**config.mk**
```make
export PLATFORM = sky130hd
export DESIGN_NAME = i2c_bit_phy
export DESIGN_NICKNAME = d
export VERILOG_FILES = /design/src/rtl/bit_phy_pkg.sv /design/src/rtl/line_deglitch.sv /design/src/rtl/bit_phase_seq.sv /design/src/rtl/i2c_bit_phy.sv
export SDC_FILE = /design/constraint.sdc
export NUM_CORES = 1
export LEC_CHECK = 0
export ABC_AREA = 0
export CORE_ASPECT_RATIO = 0.9
export CORE_MARGIN = 8
export CORE_UTILIZATION = 41
export CTS_CLUSTER_SIZE = 25
export DETAILED_ROUTE_END_ITERATION = 16
export GPL_TIMING_DRIVEN = 0
export HOLD_SLACK_MARGIN = 0.03
export PLACE_DENSITY_LB_ADDON = 0.2
export SLEW_MARGIN = 5
export SYNTH_ARGS = -nofsm -noshare
export SYNTH_HDL_FRONTEND = slang
export SYNTH_HIERARCHICAL = 1
export SYNTH_SLANG_ARGS = --single-unit
export TNS_END_PERCENT = 100
```
**constraint.sdc**
```tcl
create_clock -name clk -period 1.6 [get_ports clk]
set_input_delay 0.48 -clock clk [delete_from_list [all_inputs] [get_ports clk]]
set_output_delay 0.48 -clock clk [all_outputs]
set_load 0.02 [all_outputs]
```
**src/rtl/bit_phy_pkg.sv**
```systemverilog
package bit_phy_pkg;
  typedef enum logic [1:0] {
    OP_START = 2'd0,
    OP_STOP  = 2'd1,
    OP_WRITE = 2'd2,
    OP_READ  = 2'd3
  } bus_op_e;

  typedef enum logic [1:0] {
    PH_IDLE = 2'd0,
    PH_LOW  = 2'd1,
    PH_RISE = 2'd2,
    PH_HIGH = 2'd3
  } phase_e;
endpackage

```
**src/rtl/line_deglitch.sv**
```systemverilog
module line_deglitch #(
  parameter int FW = 8
) (
  input  logic          clk,
  input  logic          rst_n,
  input  logic [FW-1:0] len_i,
  input  logic          raw_i,
  output logic          filt_o
);
  logic          s1_q, s2_q, filt_q, filt_d;
  logic [FW-1:0] run_q, run_d, len_eff;

  assign len_eff = (len_i == '0) ? {{(FW-1){1'b0}}, 1'b1} : len_i;

  always_comb begin
    filt_d = filt_q;
    run_d  = run_q;
    if (s2_q == filt_q) begin
      run_d = '0;
    end else if (run_q >= len_eff - 1'b1) begin
      filt_d = s2_q;
      run_d  = '0;
    end else begin
      run_d = run_q + 1'b1;
    end
  end

  always_ff @(posedge clk or negedge rst_n) begin
    if (!rst_n) begin
      s1_q   <= 1'b1;
      s2_q   <= 1'b1;
      filt_q <= 1'b1;
      run_q  <= '0;
    end else begin
      s1_q   <= raw_i;
      s2_q   <= s1_q;
      filt_q <= filt_d;
      run_q  <= run_d;
    end
  end

  assign filt_o = filt_q;

  // the filtered level only ever moves to the synchronized level
  p_filt_follows_r2: assert property (@(posedge clk) disable iff (!rst_n)
    !$stable(filt_q) |-> (filt_q == $past(s2_q)));

  // agreement between synchronized and filtered level freezes the output
  p_filt_quiet_r2: assert property (@(posedge clk) disable iff (!rst_n)
    (s2_q == filt_q) |=> $stable(filt_q));
endmodule

```
**src/rtl/bit_phase_seq.sv**
```systemverilog
module bit_phase_seq
  import bit_phy_pkg::*;
#(
  parameter int CW = 16
) (
  input  logic          clk,
  input  logic          rst_n,
  input  logic [CW-1:0] cfg_high,
  input  logic [CW-1:0] cfg_low,
  input  logic [CW-1:0] cfg_setup,
  input  logic [CW-1:0] cfg_hold,
  input  logic          req_valid,
  input  bus_op_e       req_op,
  input  logic          req_bit,
  input  logic          scl_filt_i,
  input  logic          sda_filt_i,
  output logic          req_ready,
  output logic          done,
  output logic          rx_bit,
  output logic          scl_oe,
  output logic          sda_oe
);
  localparam int TW = CW + 1;

  phase_e        phase_q, phase_d;
  bus_op_e       op_q, op_d;
  logic          bit_q, bit_d;
  logic [TW-1:0] cnt_q, cnt_d;
  logic          scl_q, scl_d, sda_q, sda_d, done_q, done_d, rx_q, rx_d;
  logic          op_en;

  logic [TW-1:0] high_e, low_e, setup_e, hold_e, t_low, t_high_end;
  logic          edge_op, low_sda;

  function automatic logic [TW-1:0] at_least_one(input logic [CW-1:0] v);
    return (v == '0) ? {{(TW-1){1'b0}}, 1'b1} : {1'b0, v};
  endfunction

  assign high_e  = at_least_one(cfg_high);
  assign low_e   = at_least_one(cfg_low);
  assign setup_e = at_least_one(cfg_setup);
  assign hold_e  = at_least_one(cfg_hold);
  assign t_low   = (low_e > hold_e + setup_e) ? low_e : hold_e + setup_e;
  assign edge_op = (op_q == OP_START) || (op_q == OP_STOP);
  assign t_high_end = edge_op ? setup_e + high_e : high_e;

  always_comb begin
    unique case (op_q)
      OP_START: low_sda = 1'b0;
      OP_STOP:  low_sda = 1'b1;
      OP_WRITE: low_sda = ~bit_q;
      default:  low_sda = 1'b0;
    endcase
  end

  always_comb begin
    phase_d = phase_q;
    op_d    = op_q;
    bit_d   = bit_q;
    scl_d   = scl_q;
    sda_d   = sda_q;
    rx_d    = rx_q;
    done_d  = 1'b0;
    op_en   = 1'b0;
    cnt_d   = (&cnt_q) ? cnt_q : cnt_q + 1'b1;
    unique case (phase_q)
      PH_IDLE: begin
        if (req_valid) begin
          op_en   = 1'b1;
          op_d    = req_op;
          bit_d   = req_bit;
          cnt_d   = '0;
          phase_d = PH_LOW;
        end
      end
      PH_LOW: begin
        if (cnt_q == hold_e - 1'b1) sda_d = low_sda;
        if ((cnt_q >= t_low - 1'b1) && (!scl_q || !scl_filt_i)) begin
          scl_d   = 1'b0;
          phase_d = PH_RISE;
        end
      end
      PH_RISE: begin
        if (scl_filt_i) begin
          cnt_d   = '0;
          phase_d = PH_HIGH;
        end
      end
      default: begin
        if (edge_op && (cnt_q == setup_e - 1'b1)) sda_d = (op_q == OP_START);
        if (cnt_q == t_high_end - 1'b1) begin
          phase_d = PH_IDLE;
          done_d  = 1'b1;
          if (op_q != OP_STOP) scl_d = 1'b1;
          if (op_q == OP_READ) rx_d = sda_filt_i;
        end
      end
    endcase
  end

  always_ff @(posedge clk or negedge rst_n) begin
    if (!rst_n) begin
      phase_q <= PH_IDLE;
      op_q    <= OP_START;
      bit_q   <= 1'b0;
      cnt_q   <= '0;
      scl_q   <= 1'b0;
      sda_q   <= 1'b0;
      done_q  <= 1'b0;
      rx_q    <= 1'b1;
    end else begin
      phase_q <= phase_d;
      cnt_q   <= cnt_d;
      scl_q   <= scl_d;
      sda_q   <= sda_d;
      done_q  <= done_d;
      rx_q    <= rx_d;
      if (op_en) begin
        op_q  <= op_d;
        bit_q <= bit_d;
      end
    end
  end

  assign req_ready = (phase_q == PH_IDLE);
  assign done      = done_q;
  assign rx_bit    = rx_q;
  assign scl_oe    = scl_q;
  assign sda_oe    = sda_q;

  // a clean high clock level moves the engine into its high phase
  p_rise_to_high_r4: assert property (@(posedge clk) disable iff (!rst_n)
    (phase_q == PH_RISE && scl_filt_i) |=> (phase_q == PH_HIGH));

  // data does not move while the clock is high on a data bit
  p_data_steady_r7: assert property (@(posedge clk) disable iff (!rst_n)
    (phase_q == PH_HIGH && $past(phase_q) == PH_HIGH && !edge_op) |-> $stable(sda_q));

  // completion is a single-clock pulse and coincides with idle
  p_done_pulse_r9: assert property (@(posedge clk) disable iff (!rst_n)
    done_q |=> !done_q);
  p_done_ready_r9: assert property (@(posedge clk) disable iff (!rst_n)
    done_q |-> req_ready);

  // a finished start leaves both lines pulled low
  p_start_ends_low_r5: assert property (@(posedge clk) disable iff (!rst_n)
    (done_q && op_q == OP_START) |-> (scl_q && sda_q));

  // a finished stop leaves both lines released
  p_stop_released_r6: assert property (@(posedge clk) disable iff (!rst_n)
    (done_q && op_q == OP_STOP) |-> (!scl_q && !sda_q));
endmodule

```
**src/rtl/i2c_bit_phy.sv**
```systemverilog
module i2c_bit_phy #(
  parameter int CW = 16,
  parameter int FW = 8
) (
  input  logic          clk,
  input  logic          rst_n,
  input  logic [CW-1:0] cfg_scl_high,
  input  logic [CW-1:0] cfg_scl_low,
  input  logic [CW-1:0] cfg_sda_setup,
  input  logic [CW-1:0] cfg_sda_hold,
  input  logic [FW-1:0] cfg_spike_len,
  input  logic          req_valid,
  input  logic [1:0]    req_op,
  input  logic          req_bit,
  output logic          req_ready,
  output logic          done,
  output logic          rx_bit,
  output logic          scl_oe,
  output logic          sda_oe,
  input  logic          scl_in,
  input  logic          sda_in,
  output logic          scl_filt,
  output logic          sda_filt
);
  import bit_phy_pkg::*;

  localparam int NLINES = 2;

  logic              rst_meta_q, rst_int_n;
  logic [NLINES-1:0] raw_w, filt_w;

  always_ff @(posedge clk or negedge rst_n) begin
    if (!rst_n) begin
      rst_meta_q <= 1'b0;
      rst_int_n  <= 1'b0;
    end else begin
      rst_meta_q <= 1'b1;
      rst_int_n  <= rst_meta_q;
    end
  end

  assign raw_w = {sda_in, scl_in};

  for (genvar g = 0; g < NLINES; g++) begin : g_line
    line_deglitch #(.FW(FW)) u_flt (
      .clk    (clk),
      .rst_n  (rst_int_n),
      .len_i  (cfg_spike_len),
      .raw_i  (raw_w[g]),
      .filt_o (filt_w[g])
    );
  end

  assign scl_filt = filt_w[0];
  assign sda_filt = filt_w[1];

  bit_phase_seq #(.CW(CW)) u_seq (
    .clk        (clk),
    .rst_n      (rst_int_n),
    .cfg_high   (cfg_scl_high),
    .cfg_low    (cfg_scl_low),
    .cfg_setup  (cfg_sda_setup),
    .cfg_hold   (cfg_sda_hold),
    .req_valid  (req_valid),
    .req_op     (bus_op_e'(req_op)),
    .req_bit    (req_bit),
    .scl_filt_i (filt_w[0]),
    .sda_filt_i (filt_w[1]),
    .req_ready  (req_ready),
    .done       (done),
    .rx_bit     (rx_bit),
    .scl_oe     (scl_oe),
    .sda_oe     (sda_oe)
  );
endmodule

```
==> impl_metrics.csv, run 1 <==
group,metric,value,unit
synthesis,ys_ff_latch,50,
placed_design,pre_cts_ws,-7.99,ns
synthesis,yosysUniqueCellTypes,89,
synthesis,synth_ff_type,"dfrtp_1",
clock_tree,numCtsBuffers,5,
setup_path,cp_slowest_cell,"nor4_4",
timing,slew_headroom,52.0,%
cells_and_area,syn_to_final_growth,39.4,%
clock_tree,clk_latency,0.31,ns
routing,detail-route-antenna-nets,0,
setup_path,cpMostUsedCell,"a21o_1",
setup_path,arrival,7.47,ns
pwr,finalPower,10.8,mW
routing,wl,28500,um
cells_and_area,layout.nets,1507,
floorplan,die_w,169,um
clock_tree,cts_tree,"done",
outcome,status,"finished with violations",
pwr,peakVddDrop,523,uV
timing,period_needed,7.29,ns
timing,hold_slack,0.190,ns
cells_and_area,final_cells,1614,
routing,vias_per_cell,5.64,
global_route,grt_pass1_vias,8767,
worst_hold_path,hp-class,"reg -> async",
timing,final.setup_skew,0.00930,ns
pwr,p_int,5.87,mW
floorplan,core_area,0.0207,mm^2
synthesis,seq_area_frac_synth,14.6,%
setup_path,critPathKind,"in -> reg",
floorplan,die_area,0.0259,mm^2
global_route,track_usage,21.0,%
placed_design,hpwl,21400,um
timing,worst_slack,-5.69,ns
pwr,clock_power_share,11.8,%
setup_path,critPathMaxFanout,6,
cells_and_area,drive_gt1_share,28.5,%
global_route,grt_max_degree,35,
pwr,p_sw_share,45.9,%
floorplan,ios,87,
routing,drt_iter0_markers,547,
routing,drc,0,
clock_tree,cts_root_buf,"clkbuf_16",
floorplan,start_util,41.6,%
floorplan,rows,50,
timing,post-route-period-util,456,%
pwr,seqPwrFrac,16.0,%
clock_tree,htreeDepth,2,
clock_tree,numClockSinks,50,
timing,setup_viol,42,
pwr,power.switching,4.98,mW
timing,finalHoldViolations,0,
floorplan,fp.dieH,154,um
routing,num_vias,9111,
global_route,gr-total-overflow,0,
flow_run,maxCapViolations,0,
synthesis,mappedNetlistArea,0.00862,mm^2
placed_design,gp_congestion,0.930,
cells_and_area,diodes,0,
setup_path,end_kind,"register",
synthesis,syn_area_per_cell,7.67,um^2
placed_design,dp.cells,1494,
synthesis,synth-edff-count,0,
routing,drt_pass1_iterations,5,
timing,tightest_slew,0.702,ns
timing,rsz0062_at_grt,"true",
setup_path,critPathLaunchType,"primary input",
timing,fmax,137,MHz
synthesis,syn_inst,1124,
setup_path,slowest_delay,0.38,ns
global_route,grt_pass1_wl,44600,um
synthesis,syn_nets,1304,
synthesis,ys_async_sr_fraction,100,%
setup_path,worstPathRequired,1.78,ns
pwr,p_leak,4.95,nW
global_route,antenna_found_initial,0,
clock_tree,clk_path_buf_depth,2,
pwr,power_density,903,mW/mm^2
synthesis,yosys_warnings,6,
pwr,combPwrFrac,72.2,%
outcome,violations,"setup timing",
timing,slew_viol_final,0,
placed_design,io_buffers,83,
clock_tree,clk_pin_slew,0.08,ns
routing,routedWlPerCell,17.7,um
[registers in the layout, summed over array words and instances (netlist names), 2 cells and up]
name	cells
g_line.u_flt/s1_q	2
u_seq/op_q	2
u_seq/cnt_q	17
g_line.u_flt/s2_q	2
g_line.u_flt/filt_o	2
g_line.u_flt/run_q	16
u_seq/phase_q	2
[final timing paths]
| check | from | end | slack [ns] | depth (start not counted) |
|---|---|---|---|---|
| setup / recovery | cfg_sda_hold[9] | u_seq/phase_q[1]$_DFFE_PN0P_ | -5.69 | 41 |
| max in group asynchronous | rst_int_n$_DFF_PN0_ | u_seq/cnt_q[3]$_DFF_PN0_ | 0.87 | 1 |
| setup reg to reg | u_seq/op_q[1]$_DFFE_PN0P_ | u_seq/scl_oe$_DFFE_PN0P_ | -3.44 | 20 |
| min in group clk | g_line[1].u_flt/s1_q$_DFF_PN1_ | g_line[1].u_flt/s2_q$_DFF_PN1_ | 0.36 | 0 |
| hold reg to reg | rst_int_n$_DFF_PN0_ | g_line[1].u_flt/run_q[0]$_DFF_PN0_ | 0.19 | 0 |
| hold / removal | rst_int_n$_DFF_PN0_ | g_line[1].u_flt/run_q[0]$_DFF_PN0_ | 0.19 | 0 |
[kinds of logic after synthesis]
family                   count (synthesis)  synth area share (%)
XOR/XNOR                               121                  12.5
buffers and inverters                  150                  6.81
AND/OR/NAND/NOR                        402                  25.4
adder cells (fa/ha/maj)                100                  14.7
other                                    1                0.0435
multiplexers                            36                  4.27
flip-flops                              50                  14.6
AO/OA/AOI/OAI                          264                  21.7
[per-layer routing]
metal | wire, um | global-route usage [%] | share of wire (%)
met5 | 0 | 0 | 0
met4 | 821 | 6.58 | 2.9
met1 | 13100 | 27.7 | 46
met2 | 13600 | 35.8 | 48
met3 | 1090 | 1.79 | 3.8
[repair_timing]
action | in CTS | in global routing
gates resized for setup | 318 | 72
endpoints found under the setup margin | 48 | 44
gates cloned | 2 | 0
hold buffers | 0 | 0
buffers inserted | 73 | 41
pin swaps | 83 | 77
[worst max-delay path, delay by kind of cell]
family / cells / cell delay, ns
AO/OA/AOI/OAI: 16 / 2.54
AND/OR/NAND/NOR: 10 / 1.70
adder cells (fa/ha/maj): 5 / 1.11
buffers and inverters: 5 / 0.74
multiplexers: 3 / 0.55
XOR/XNOR: 2 / 0.34
[power by group through the flow]
stage	clock (mW)	combinational, mW	sequential (mW)
floorplan	0	4.44	1.70
detailed placement	0	5.94	1.76
global placement	0	5.83	1.77
global route	1.36	8.51	1.77
CTS	1.31	7.05	1.72
finish	1.29	7.83	1.73
[synthesized netlist by cell type (9+ instances only)]
master	number	share of area [%]
nand2_1	73	3.2
clkbuf_1	90	3.9
nor3_1	52	3.0
nand4_1	17	1.2
nand3_1	37	2.1
o21a_1	11	0.96
xnor2_1	61	6.2
or3_1	17	1.2
o21ai_0	33	1.9
a31oi_1	15	1.1
inv_1	49	2.1
a21oi_1	58	3.4
nor2b_1	10	0.73
o31ai_1	12	1.0
nor4_1	17	1.2
nor2_1	82	3.6
ha_1	98	14
xor2_1	59	6.0
dfrtp_1	43	12
and3_1	26	1.9
o211ai_1	16	1.4
a211oi_1	9	0.78
mux2i_1	30	3.5
a21o_1	22	1.9
[through the flow]
step / utilization (%) / setup TNS, ns / instance area, um^2
after floorplan: - / -43.07 / 8850
after global routing: 58.0 / -50.32 / 12000
after global placement: 48.5 / -99.39 / 10000
after CTS: 55.3 / -42.80 / 11400
final: 58.0 / -45.99 / 12000
after detailed placement: 48.6 / -77.59 / 10100
[placed cells by master (no fill, tap or decap), types with 34 or more instances in the layout]
cell type / n
buf_4: 92
ha_1: 86
nor2_1: 71
clkbuf_1: 71
nand2_1: 62
xor2_1: 56
xnor2_1: 55
a21oi_1: 49
inv_1: 44
dfrtp_1: 39
nor3_1: 36
nand3_1: 34
clkdlybuf4s50_1: 34
[final cells by class]
class | instances | area, um^2
buffer | 98 | 542
clock buffer | 5 | 125
clock inverter | 3 | 47.5
fill | 1867 | 8690
inverter | 49 | 191
multi-input combinational | 926 | 7730
sequential | 50 | 1260
tap | 286 | 358
timing repair buffer | 197 | 1750
No activity file was read; power rests on OpenSTA's default activity.
==> run 2, diff against run 1 <==
Settings changed: MAX_ROUTING_LAYER set to met4.
==> impl_metrics.csv, run 2 (synthesis results as in run 1) <==
group,metric,value,unit
floorplan,ios,87,
cells_and_area,syn_to_final_growth,39.9,%
clock_tree,htreeDepth,2,
outcome,status,"finished with violations",
worst_hold_path,hp-class,"reg -> async",
clock_tree,cts.hold.buffers_added,0,
pwr,power.switching,5.03,mW
cells_and_area,final_util,58.2,%
routing,num_vias,9152,
timing,post-route-period-util,454,%
placed_design,dp.cells,1494,
global_route,track_usage,21.6,%
cells_and_area,diodes,0,
timing,worst_slack,-5.66,ns
routing,routed.top_layer,"met4",
floorplan,fp.dieH,154,um
placed_design,io_buffers,83,
timing,tightest_slew,0.702,ns
cells_and_area,largest_reg_flops,17,
floorplan,die_w,169,um
global_route,grt_pass1_vias,8753,
cells_and_area,final_cell_mix,"94 x buf_4, 86 x ha_1, 71 x nor2_1, 71 x clkbuf_1, 61 x nand2_1",
cells_and_area,layout.nets,1510,
setup_path,r2r_cells,20,
timing,slew_viol_final,0,
pwr,seqPwrFrac,15.8,%
routing,wl_met1,13200,um
setup_path,arrival,7.44,ns
clock_tree,clk_latency,0.31,ns
cells_and_area,fill_cells,1865,
pwr,peakVddDrop,520,uV
routing,vias_per_cell,5.66,
placed_design,hpwl,21400,um
timing,final.setup_skew,0.00932,ns
timing,setup_viol,42,
timing,slew_headroom,52.0,%
clock_tree,clk_pin_slew,0.08,ns
setup_path,crit_family,"compound AO/OA/AOI/OAI gates",
timing,finalHoldViolations,0,
setup_path,critPathKind,"in -> reg",
outcome,violations,"setup timing",
routing,drt_iter0_markers,586,
routing,wl,28800,um
routing,routedWlPerCell,17.8,um
setup_path,cp_slowest_cell,"or4_4",
routing,route.met2.wl,13600,um
clock_tree,numClockSinks,50,
pwr,power_density,912,mW/mm^2
setup_path,critPathBufInv,5,
pwr,clock_power_share,11.7,%
setup_path,slowest_delay,0.56,ns
global_route,grt_pass1_wl,44600,um
setup_path,worstPathRequired,1.78,ns
clock_tree,clk_path_buf_depth,2,
pwr,combPwrFrac,72.6,%
cells_and_area,layout_commonest_cell,"buf_4",
clock_tree,cts_tree,"done",
pwr,p_int,5.97,mW
floorplan,core_area,0.0207,mm^2
timing,rsz0062_at_grt,"true",
floorplan,rows,50,
pwr,finalPower,11.0,mW
pwr,p_leak,4.98,nW
timing,fmax,138,MHz
clock_tree,numCtsBuffers,5,
routing,drc,0,
routing,wl_met3,1110,um
cells_and_area,drive_gt1_share,28.8,%
placed_design,gp_congestion,0.946,
clock_tree,cts_root_buf,"clkbuf_16",
setup_path,end_kind,"register",
timing,tns,-45.81,ns
floorplan,die_area,0.0259,mm^2
cells_and_area,final_cell_area,0.0121,mm^2
setup_path,critPathMaxFanout,4,
cells_and_area,final_cells,1617,
flow_run,maxCapViolations,0,
cells_and_area,top_register,"u_seq/cnt_q",
global_route,gr-total-overflow,0,
global_route,grt_max_degree,35,
cells_and_area,reg_top3,"u_seq/cnt_q (17), g_line.u_flt/run_q (16)",
pwr,p_sw_share,45.7,%
setup_path,cp.depth,41,
routing,detail-route-antenna-nets,0,
placed_design,placed_area,0.0101,mm^2
floorplan,start_util,41.6,%
timing,period_needed,7.26,ns
setup_path,cpMostUsedCell,"a21o_1",
global_route,antenna_found_initial,0,
routing,drt_pass1_iterations,5,
setup_path,critPathLaunchType,"primary input",
run 2: cell types whose count changed in the layout (fill, tap and decap cells not counted), sizes merged:
cell    change
buf         +2
clkbuf      +1
run 2: worst reg2reg max path: stages, from the launching register on:
cell       delay, ns
dfrtp_1         0.42
inv_1           0.09
ha_1            0.35
or2_4           0.22
buf_6           0.16
clkbuf_1        0.39
buf_2           0.36
nand2_1         0.10
o21a_1          0.14
ha_2            0.19
and2_4          0.13
buf_6           0.11
buf_4           0.12
or4_1           0.51
a221o_1         0.37
a31oi_2         0.18
o2111ai_1       0.14
or4_4           0.50
buf_4           0.17
nor4_2          0.14
a2bb2oi_1       0.17
run 2: routing by layer:
metal,GRT usage (%),vias up
li1,-,4503
met1,27.8,4342
met2,35.8,247
met3,1.87,60
met4,6.33,0
met5,-,-
run 2: stage by stage:
| step | hold slack (ns) | worst slack (ns) |
|---|---|---|
| after CTS | 0.204 | -5.50 |
| after global routing | 0.225 | -5.99 |
| after floorplan | 0.184 | -5.75 |
| after detailed placement | 0.198 | -7.99 |
| after global placement | 0.339 | -7.89 |
| final | 0.189 | -5.66 |
run 2: what timing repair did:
| action | 4_1_cts | 5_1_grt |
|---|---|---|
| pin swaps | 83 | 76 |
| gates resized for setup | 318 | 74 |
| endpoints found under the setup margin | 48 | 44 |
| buffers inserted | 73 | 43 |
| gates cloned | 2 | 1 |
run 2: area by class of cell:
| class | count | area (um^2) | share of cell area (%) |
|---|---|---|---|
| plain buffers | 98 | 542 | 4.49 |
| multi-input cells | 926 | 7730 | 64.1 |
| clock inverters | 3 | 47.5 | 0.394 |
| well taps | 286 | 358 | 2.97 |
| repair buffers | 200 | 1790 | 14.9 |
| flip-flops and latches | 50 | 1260 | 10.5 |
| inverters | 49 | 194 | 1.61 |
| clock buffers | 5 | 125 | 1.04 |
run 2: worst paths after layout:
| check | from | endpoint | slack (ns) |
|---|---|---|---|
| setup / recovery | cfg_sda_setup[9] | u_seq/phase_q[1]$_DFFE_PN0P_ | -5.66 |
| hold / removal | rst_int_n$_DFF_PN0_ | g_line[1].u_flt/run_q[0]$_DFF_PN0_ | 0.19 |
| setup reg to reg | u_seq/op_q[1]$_DFFE_PN0P_ | u_seq/scl_oe$_DFFE_PN0P_ | -3.45 |
| hold reg to reg | rst_int_n$_DFF_PN0_ | g_line[1].u_flt/run_q[0]$_DFF_PN0_ | 0.19 |
| max in group asynchronous | rst_int_n$_DFF_PN0_ | u_seq/cnt_q[1]$_DFF_PN0_ | 0.86 |
| min in group clk | g_line[1].u_flt/s1_q$_DFF_PN1_ | g_line[1].u_flt/s2_q$_DFF_PN1_ | 0.36 |
run 2: power groups by stage:
stage	registers [mW]	logic, mW	clock network [mW]
3_3_place_gp	1.77	5.83	0
4_1_cts	1.72	7.05	1.31
5_1_grt	1.77	8.66	1.36
3_5_place_dp	1.76	5.94	0
2_1_floorplan	1.70	4.44	0
6_report	1.73	7.98	1.28
